[src/rtl/rtc_pkg.sv]
package rtc_pkg;
  localparam int unsigned CNT_W  = 40;
  localparam int unsigned WORD_W = 32;
  localparam int unsigned TMR_W  = 16;
  localparam int unsigned WARN_W = 8;
  localparam int unsigned NSTAT  = 3;

  typedef enum logic [2:0] {
    A_CNT_LO = 3'd0,
    A_CNT_HI = 3'd1,
    A_ALM_LO = 3'd2,
    A_ALM_HI = 3'd3,
    A_TMR    = 3'd4,
    A_STAT   = 3'd5,
    A_MASK   = 3'd6
  } reg_addr_e;

  localparam int unsigned S_ALARM = 0;
  localparam int unsigned S_TIMER = 1;
  localparam int unsigned S_ROLL  = 2;
endpackage

[src/rtl/rtc_counter.sv]
module rtc_counter #(
  parameter int unsigned CW = 40,
  parameter int unsigned WB = 8
) (
  input  logic          clk,
  input  logic          rst_n,
  input  logic          tick,
  input  logic          load,
  input  logic [CW-1:0] load_val,
  output logic [CW-1:0] cnt,
  output logic [CW-1:0] cnt_inc,
  output logic          adv,
  output logic          roll_hit
);
  assign cnt_inc  = cnt + 1'b1;
  assign adv      = tick && !load;
  assign roll_hit = adv && (&cnt_inc[CW-1 -: WB]) && !(&cnt[CW-1 -: WB]);

  always_ff @(posedge clk) begin
    if (!rst_n)    cnt <= '0;
    else if (load) cnt <= load_val;
    else if (tick) cnt <= cnt_inc;
  end

  p_hold_r2: assert property (@(posedge clk) disable iff (!rst_n)
    (!tick && !load) |=> $stable(cnt));
  p_load_r3: assert property (@(posedge clk) disable iff (!rst_n)
    load |=> (cnt == $past(load_val)));
  p_roll_once_r8: assert property (@(posedge clk) disable iff (!rst_n)
    roll_hit |=> (&cnt[CW-1 -: WB]));
endmodule

[src/rtl/rtc_alarm.sv]
module rtc_alarm #(
  parameter int unsigned CW = 40,
  parameter int unsigned LW = 32
) (
  input  logic          clk,
  input  logic          rst_n,
  input  logic          stage_we,
  input  logic          commit_we,
  input  logic [LW-1:0] wdata,
  input  logic          adv,
  input  logic          cnt_load,
  input  logic [CW-1:0] cnt_inc,
  output logic [CW-1:0] alarm,
  output logic          hit
);
  localparam int unsigned HW = CW - LW;
  logic [HW-1:0] stage_q;

  always_ff @(posedge clk) begin
    if (!rst_n) begin
      stage_q <= '0;
      alarm   <= '0;
    end else begin
      if (stage_we)  stage_q <= wdata[HW-1:0];
      if (commit_we) alarm   <= {stage_q, wdata};
    end
  end

  assign hit = adv && (cnt_inc == alarm);

  p_no_load_match_r6: assert property (@(posedge clk) disable iff (!rst_n)
    cnt_load |-> !hit);
endmodule

[src/rtl/rtc_ptimer.sv]
module rtc_ptimer #(
  parameter int unsigned TW = 16
) (
  input  logic          clk,
  input  logic          rst_n,
  input  logic          tick,
  input  logic          wr,
  input  logic [TW-1:0] wval,
  output logic [TW-1:0] count,
  output logic [TW-1:0] reload,
  output logic          expire
);
  logic running;
  assign running = (reload != '0);
  assign expire  = tick && running && (count == '0);

  always_ff @(posedge clk) begin
    if (!rst_n) begin
      count  <= '0;
      reload <= '0;
    end else if (wr) begin
      count  <= wval;
      reload <= wval;
    end else if (tick && running) begin
      count <= (count == '0) ? reload : count - 1'b1;
    end
  end

  p_reload_r7: assert property (@(posedge clk) disable iff (!rst_n)
    (expire && !wr) |=> (count == reload));
  p_pulse_r7: assert property (@(posedge clk) disable iff (!rst_n)
    expire |=> !expire);
endmodule

[src/rtl/rtc_alarm_top.sv]
module rtc_alarm_top
  import rtc_pkg::*;
#(
  parameter int unsigned CW = CNT_W,
  parameter int unsigned LW = WORD_W,
  parameter int unsigned TW = TMR_W,
  parameter int unsigned WB = WARN_W
) (
  input  logic          clk,
  input  logic          rst_n,
  input  logic          tick_slow,
  input  logic          tick_fast,
  input  logic          reg_wr,
  input  logic          reg_rd,
  input  logic [2:0]    reg_addr,
  input  logic [31:0]   reg_wdata,
  output logic [31:0]   reg_rdata,
  output logic          irq_alarm,
  output logic          irq_timer,
  output logic          irq_roll
);
  localparam int unsigned HW = CW - LW;

  logic [CW-1:0] cnt, cnt_inc, alarm;
  logic [HW-1:0] cnt_stage, snap;
  logic [TW-1:0] t_count, t_reload;
  logic          adv, roll_hit, alm_hit, t_exp, cnt_load;
  logic [NSTAT-1:0] stat, mask, set_v, clr_v;

  function automatic logic wr_at(input logic [2:0] a, input reg_addr_e r);
    return reg_wr && (a == r);
  endfunction

  assign cnt_load = wr_at(reg_addr, A_CNT_LO);

  rtc_counter #(.CW(CW), .WB(WB)) u_cnt (
    .clk, .rst_n, .tick(tick_slow), .load(cnt_load),
    .load_val({cnt_stage, reg_wdata[LW-1:0]}),
    .cnt, .cnt_inc, .adv, .roll_hit
  );

  rtc_alarm #(.CW(CW), .LW(LW)) u_alm (
    .clk, .rst_n,
    .stage_we(wr_at(reg_addr, A_ALM_HI)),
    .commit_we(wr_at(reg_addr, A_ALM_LO)),
    .wdata(reg_wdata[LW-1:0]),
    .adv, .cnt_load, .cnt_inc, .alarm, .hit(alm_hit)
  );

  rtc_ptimer #(.TW(TW)) u_tmr (
    .clk, .rst_n, .tick(tick_fast),
    .wr(wr_at(reg_addr, A_TMR)), .wval(reg_wdata[TW-1:0]),
    .count(t_count), .reload(t_reload), .expire(t_exp)
  );

  always_comb begin
    set_v = '0;
    set_v[S_ALARM] = alm_hit;
    set_v[S_TIMER] = t_exp;
    set_v[S_ROLL]  = roll_hit;
    clr_v = wr_at(reg_addr, A_STAT) ? reg_wdata[NSTAT-1:0] : '0;
  end

  always_ff @(posedge clk) begin
    if (!rst_n) begin
      cnt_stage <= '0;
      snap      <= '0;
      stat      <= '0;
      mask      <= '0;
    end else begin
      if (wr_at(reg_addr, A_CNT_HI)) cnt_stage <= reg_wdata[HW-1:0];
      if (wr_at(reg_addr, A_MASK))   mask      <= reg_wdata[NSTAT-1:0];
      if (reg_rd && reg_addr == A_CNT_LO) snap <= cnt[CW-1:LW];
      stat <= (stat & ~clr_v) | set_v;
    end
  end

  always_comb begin
    reg_rdata = '0;
    case (reg_addr)
      A_CNT_LO: reg_rdata = cnt[LW-1:0];
      A_CNT_HI: reg_rdata[HW-1:0] = snap;
      A_ALM_LO: reg_rdata = alarm[LW-1:0];
      A_ALM_HI: reg_rdata[HW-1:0] = alarm[CW-1:LW];
      A_TMR:    reg_rdata = {t_count, t_reload};
      A_STAT:   reg_rdata[NSTAT-1:0] = stat;
      A_MASK:   reg_rdata[NSTAT-1:0] = mask;
      default:  reg_rdata = '0;
    endcase
  end

  assign irq_alarm = stat[S_ALARM] & mask[S_ALARM];
  assign irq_timer = stat[S_TIMER] & mask[S_TIMER];
  assign irq_roll  = stat[S_ROLL]  & mask[S_ROLL];

  p_sticky_r9: assert property (@(posedge clk) disable iff (!rst_n)
    (stat[S_ALARM] && !clr_v[S_ALARM]) |=> stat[S_ALARM]);
  p_set_wins_r9: assert property (@(posedge clk) disable iff (!rst_n)
    alm_hit |=> stat[S_ALARM]);
  p_irq_mask_r10: assert property (@(posedge clk) disable iff (!rst_n)
    !mask[S_ROLL] |-> !irq_roll);
endmodule

[config.mk]
export PLATFORM = sky130hd
export DESIGN_NAME = rtc_alarm_top
export DESIGN_NICKNAME = d
export VERILOG_FILES = /design/src/rtl/rtc_pkg.sv /design/src/rtl/rtc_counter.sv /design/src/rtl/rtc_alarm.sv /design/src/rtl/rtc_ptimer.sv /design/src/rtl/rtc_alarm_top.sv
export SDC_FILE = /design/constraint.sdc
export NUM_CORES = 1
export LEC_CHECK = 0
export ABC_AREA = 1
export ABC_CLOCK_PERIOD_IN_PS = 2200
export BUFFER_PORTS_ARGS = -buffer_cell sky130_fd_sc_hd__buf_2
export CELL_PAD_IN_SITES_DETAIL_PLACEMENT = 0
export CELL_PAD_IN_SITES_GLOBAL_PLACEMENT = 1
export CORE_MARGIN = 2
export CORE_UTILIZATION = 38
export DETAILED_ROUTE_END_ITERATION = 8
export PLACE_DENSITY = 0.81
export SLEW_MARGIN = 10
export SYNTH_ARGS = -nofsm -noshare
export SYNTH_HDL_FRONTEND = slang
export SYNTH_HIERARCHICAL = 1
export SYNTH_SLANG_ARGS = --single-unit
[constraint.sdc]
create_clock -name clk -period 2.2 [get_ports clk]
set_input_delay 0.66 -clock clk [delete_from_list [all_inputs] [get_ports clk]]
set_output_delay 0.66 -clock clk [all_outputs]
set_load 0.005 [all_outputs]
### Yosys cells after proc, flatten, opt, wreduce, memory -nomap -nowiden

Index checks and enable logic that the tools add are counted.

* memory bits (read-only): 0
* bits in latches: 0
* memory bits (writable): 0
* word-level logic and storage cells: 56
* register bits: 142
* memories: 0

* equal/unequal tests: 7
* add/subtract/negate cells: 2
* $mul: 0
* div/mod/pow operators: 0
* bitwise gates (word level): 6
* magnitude comparators: 0
* reduce and logical (&&, ||, !) cells: 23
* shifts and indexed selects: 0
* muxes and demuxes: 9

Operators by type and width (count)
* $mux 40: 2
* $pmux 24 s3: 1
* $mux 16: 3
* $add 40x1->40 const B: 1
* $eq 40x40->1: 1
* $pmux 5 s5: 1
* $pmux 3 s7: 1
* $logic_not 16->1: 1
* $reduce_and 8->1: 2
* $reduce_bool 16->1: 1
* $sub 16x1->16 const B: 1
* $logic_and 1x1->1: 14
* $eq 3x3->1 const B: 3
* $eq 3x2->1 const B: 2
* $reduce_bool 2->1: 2
* $and 1x1->1: 3
* $and 3x3->3: 1
* $eq 3x1->1 const B: 1
* $logic_not 3->1: 1
* $mux 3: 1
* $not 3->3: 1
* $or 3x3->3: 1
* $logic_not 1->1: 2

### Logic depth before layout (Yosys ltp)

* word-level depth: 7
* mapped depth: 22

### Hierarchy

The synthesis kept the hierarchy.

By module, submodules not included
* rtc_counter: sequential area each 800.8 um2, instances 1, area an instance 2867.8 um2, cells each 452
* rtc_alarm: sequential area each 960.9 um2, instances 1, area an instance 2362.3 um2, cells each 369
* rtc_ptimer: sequential area each 640.6 um2, instances 1, area an instance 2120.8 um2, cells each 340
* rtc_alarm_top: sequential area each 440.4 um2, instances 1, area an instance 1774.2 um2, cells each 336

### Worst setup path after synthesis

No wires, ideal clock.

* path type: input -> register
* start: input port reg_addr[1]
* end: register stat[0]
* arrival: 2261 ps
* stages: 17
* library setup time: 70 ps
* path slack: -131 ps
* cell sequence: buf_2 inv_2 nand3_2 nor2_1 clkbuf_1 nor2_1 buf_2 inv_1 nor2_1 nand2_1 nor2_1 nand2_1 nor2_1 nand2_1 nor2_2 inv_1 a21oi_1

* cells in the longest elaborated chain, start to end: 6
* elaborated cells between the ends (all ways): 11

RTL lines
* start: declaration: RTL line rtc_alarm_top.sv:15 `input logic [2:0] reg_addr,`
* $logic_not 3->1: RTL line rtc_alarm_top.sv:31 `return reg_wr && (a == r);`
* $logic_and 1x1->1: RTL line rtc_alarm_top.sv:31
* via cnt_load: RTL line rtc_alarm_top.sv:27 `logic adv, roll_hit, alm_hit, t_exp, cnt_load;`
* $logic_not 1->1: RTL line rtc_counter.sv:16 `assign adv = tick && !load;`
* $logic_and 1x1->1: RTL line rtc_counter.sv:16
* via adv: RTL line rtc_alarm_top.sv:27
* $logic_and 1x1->1: RTL line rtc_alarm.sv:29 `assign hit = adv && (cnt_inc == alarm);`
* via alm_hit: RTL line rtc_alarm_top.sv:27
* $or 3x3->3: RTL line rtc_alarm_top.sv:74 `stat <= (stat & ~clr_v) | set_v;`
* end signal: assignment: RTL line rtc_alarm_top.sv:74
* end: declaration: RTL line rtc_alarm_top.sv:28 `logic [NSTAT-1:0] stat, mask, set_v, clr_v;`

The timed path passes the listed nets, and every way through them passes these cells.
A chain may end at the register's enable or synchronous reset.

### Final worst setup path

* start: input port reg_addr[2]
* end: output port reg_rdata[22]

* cells in the longest elaborated chain, start to end: 2
* elaborated cells between the ends (all ways): 4

RTL lines
* $eq 3x3->1, or another cell as far along: RTL line rtc_alarm_top.sv:80 `case (reg_addr)`
* $pmux 24 s3 (*): RTL line rtc_alarm_top.sv:80
* end: declaration: RTL line rtc_alarm_top.sv:17 `output logic [31:0] reg_rdata,`

Every way passes the cells marked *; elsewhere a longest branch is shown, timed or not.

==> flow_summary.toml <==
[timing]
hold_slack_ns = 0.467
rsz0062_at_grt = "yes"
hold_viol = 0
max-slew-margin-rel_pct = 57.5
min_period_ns = 2.44
max_freq_ghz = 0.411
setup_tns_ns = -6.22
post-route-period-util_pct = 111
skew_ns = 0.0131
setup_viol = 33
layout_setup_ws_ns = -0.236
finalMaxSlewViolations = 0
worst_pin_slew_ns = 0.637

[status]
violations = "setup timing"
status = "complete, but fails checks"

[clock_tree]
ctsLongestPathBuffers = 2
path_clk_slew_ns = 0.07
cts.htree.levels = 4
cts_buffers = 17
clkSinkCount = 142
cts_tree = "done"
cts_root_buffer = "clkbuf_16"
clk-insertion-delay-late_ns = 0.43
cts_hold_buffers = 0

[floorplanning]
die_y_um = 159
rows = 56
dieArea_um2 = 25300
io_pins = 76
core_um2 = 23500
start_util_pct = 38.8
die_w_um = 159

[route]
vias_per_cell = 5.19
drtIter0Drc = 1160
drtAntennaViolNets = 0
drc = 0
wl_mm = 38.5
wl_per_cell_um = 18.6
drt_pass1_iterations = 6
vias = 10700

[worst_setup_path]
cp_slowest_stage_delay_ns = 0.22
start_kind = "primary input"
rr_worst_depth = 18
required_ns = 1.54
r2r_setup_slack_ns = -0.13
endpoint = "reg_rdata[22]"
crit_type = "in -> out"
r2r-start = "u_cnt/cnt[0]"
cp_common_cell = "buf_12"
path_cells = "buf_8 > buf_12 > nor3_4 > buf_12 > buf_12 > buf_16 > nand2_4 > nand3_2 > buf_2"
path_depth = 9
rr_endpoint = "stat[0]"
crit_start = "reg_addr[2]"
arrival_ns = 1.78
crit_family = "buffers and inverters"
cp_num_buf_inv = 6
critPathSlowestCell = "nor3_4"
critPathCaptureType = "output pin"
crit_fanout = 7

[power_and_ir_drop]
ir_drop_v = 0.000442
p_leak_nw = 6.24
p_per_area_nw_per_um2 = 591

[logic_synthesis]
syn_nets = 1541
ys_ff_latch = 142
synth_cells = 1497
synthTopCellsByArea = "dfxtp_1, nand2_1, nor2_1"
synth_top_area_share_pct = 31.2
syn_area_per_cell_um2 = 6.10
ys_seq_area_share_pct = 31.2
ys_types = 41
syn_area_um2 = 9130
yosys.area.top_type = "dfxtp_1"
synth_warnings = 6

[hold_path]
hold_start = "reg_wdata[16]"
worst_hold_path_type = "in -> reg"

[global_route]
grt_util_met1_pct = 41.0
antenna_found_initial = 0
busiest_layer = "met2"
met3_usage_pct = 5.73
gr-total-overflow = 0
grt_usage_pct = 29.7
use_met2_pct = 46.6
grt_max_degree = 59
grt_pass1_wl_mm = 58.3
grt_pass1_vias = 10100

[finish]
num_antenna_cells = 0
num-nets-final = 1779
syn_to_final_growth_pct = 43.4
layout-drive-gt1-share_pct = 31.9

[place]
portBuffers = 75
dp_hpwl_mm = 27.5
place.gp.congestion = 0.968

[flow_run]
cap_violations = 0
==> power breakdown <==
group / internal [mW] / switching, mW
registers: 2.69 / 0.162
logic: 0.640 / 1.07
clock network: 1.94 / 1.24
total: 5.27 / 2.47
==> synth_stat cells, drive strengths merged <==
cell    number
a31oi       25
and2         1
xor2        22
nor3         8
nor4         2
clkbuf      24
dfxtp      142
a21oi       81
ha           3
a21boi       8
and3         1
nor2       222
buf         38
a22oi       13
nand3       91
inv        158
nand3b       4
nand4       23
o21ai       70
nor3b        1
xnor2       21
nand2      539
==> sequential cells by signal, summed over array words and instances, names as in the netlist <==
signal and flops:
cnt_stage 8, mask 3, snap 8, stat 3, u_alm/alarm 40, u_alm/stage_q 8, u_cnt/cnt 40, u_tmr/count 16
u_tmr/reload 16
==> through the flow <==
step	utilization [%]	power, mW	worst slack (ns)	cell area (um2)	instances
floorplan	-	3.87	-0.00798	9140	1497
global placement	47.4	4.41	-0.240	11200	2007
detailed placement	47.4	4.42	-0.298	11200	2007
CTS	52.6	7.67	-0.234	12400	2053
global route	55.6	8.05	-0.303	13100	2067
finish	55.6	7.73	-0.236	13100	2067
==> worst min-delay path by stage <==
stage | cells past startpoint | slack [ns] | endpoint
floorplan | 2 | 0.44 | mask[1]
global placement | 2 | 0.45 | mask[0]
detailed placement | 2 | 0.46 | mask[0]
CTS | 3 | 0.46 | u_alm/alarm[16]
global route | 3 | 0.48 | u_alm/alarm[16]
finish | 3 | 0.47 | u_alm/alarm[16]
==> worst reg2reg max path, stage by stage (launching register included) <==
cell and delay, ns:
dfxtp_2 0.36, buf_6 0.12, nand3_4 0.08, nor2_4 0.13, buf_6 0.14, nand3_2 0.07, nor2_2 0.15, nand2_1 0.09
xnor2_1 0.14, buf_4 0.14, nand2_1 0.12, nand4_1 0.11, nor2_1 0.10, nand2_1 0.07, nor2_2 0.13, nand2_2 0.07
nor2_2 0.09, inv_1 0.06, a21oi_2 0.11
==> logic make-up after synthesis <==
kind of cell	after synthesis	synth area share [%]
simple gates	892	42.1
xor+xnor	43	4.54
flops	142	31.2
compound gates	197	11.9
fa+ha+maj	3	0.411
buf+inv	220	9.87
==> routing by layer <==
layer  vias to the layer above  wire length (um)
met2                       442             17000
met3                        65              3210
met4                         0              1090
li1                       5199                 -
met1                      5024             17200
met5                         -                 0
==> what timing repair did <==
action / 4_1_cts / 5_1_grt
pin swaps: 26 / 46
gates cloned: 5 / 2
buffers inserted: 10 / 16
hold endpoints to repair: 0 / 0
endpoints found under the setup margin: 34 / 34
resized for setup: 92 / 164
==> cells in the final DEF (no fill, tap or decap), drive strengths merged <==
master,netlist,layout
inv,158,161
nand2,539,539
nor3b,1,1
nor3,8,8
a21oi,81,81
xor2,22,22
and2,1,1
nor2,222,222
clkinv,0,4
xnor2,21,21
and3,1,1
nand4,23,23
nand3,91,91
ha,3,3
buf,38,280
clkbuf,24,21
dfxtp,142,142
a22oi,13,13
nand3b,4,4
nor4,2,2
clkinvlp,0,1
o21ai,70,70
a21boi,8,8
a31oi,25,25
bufinv,0,4
==> area by class of cell <==
type                    instances  area, um2
repair buffers                281       2420
clock buffers                  20        447
flip-flops and latches        142       2860
inverters                     158        606
multi-input cells            1135       6180
fillers                      2352      10500
well taps                     319        399
clock inverters                12        181
(Power assumes the default switching activity.)
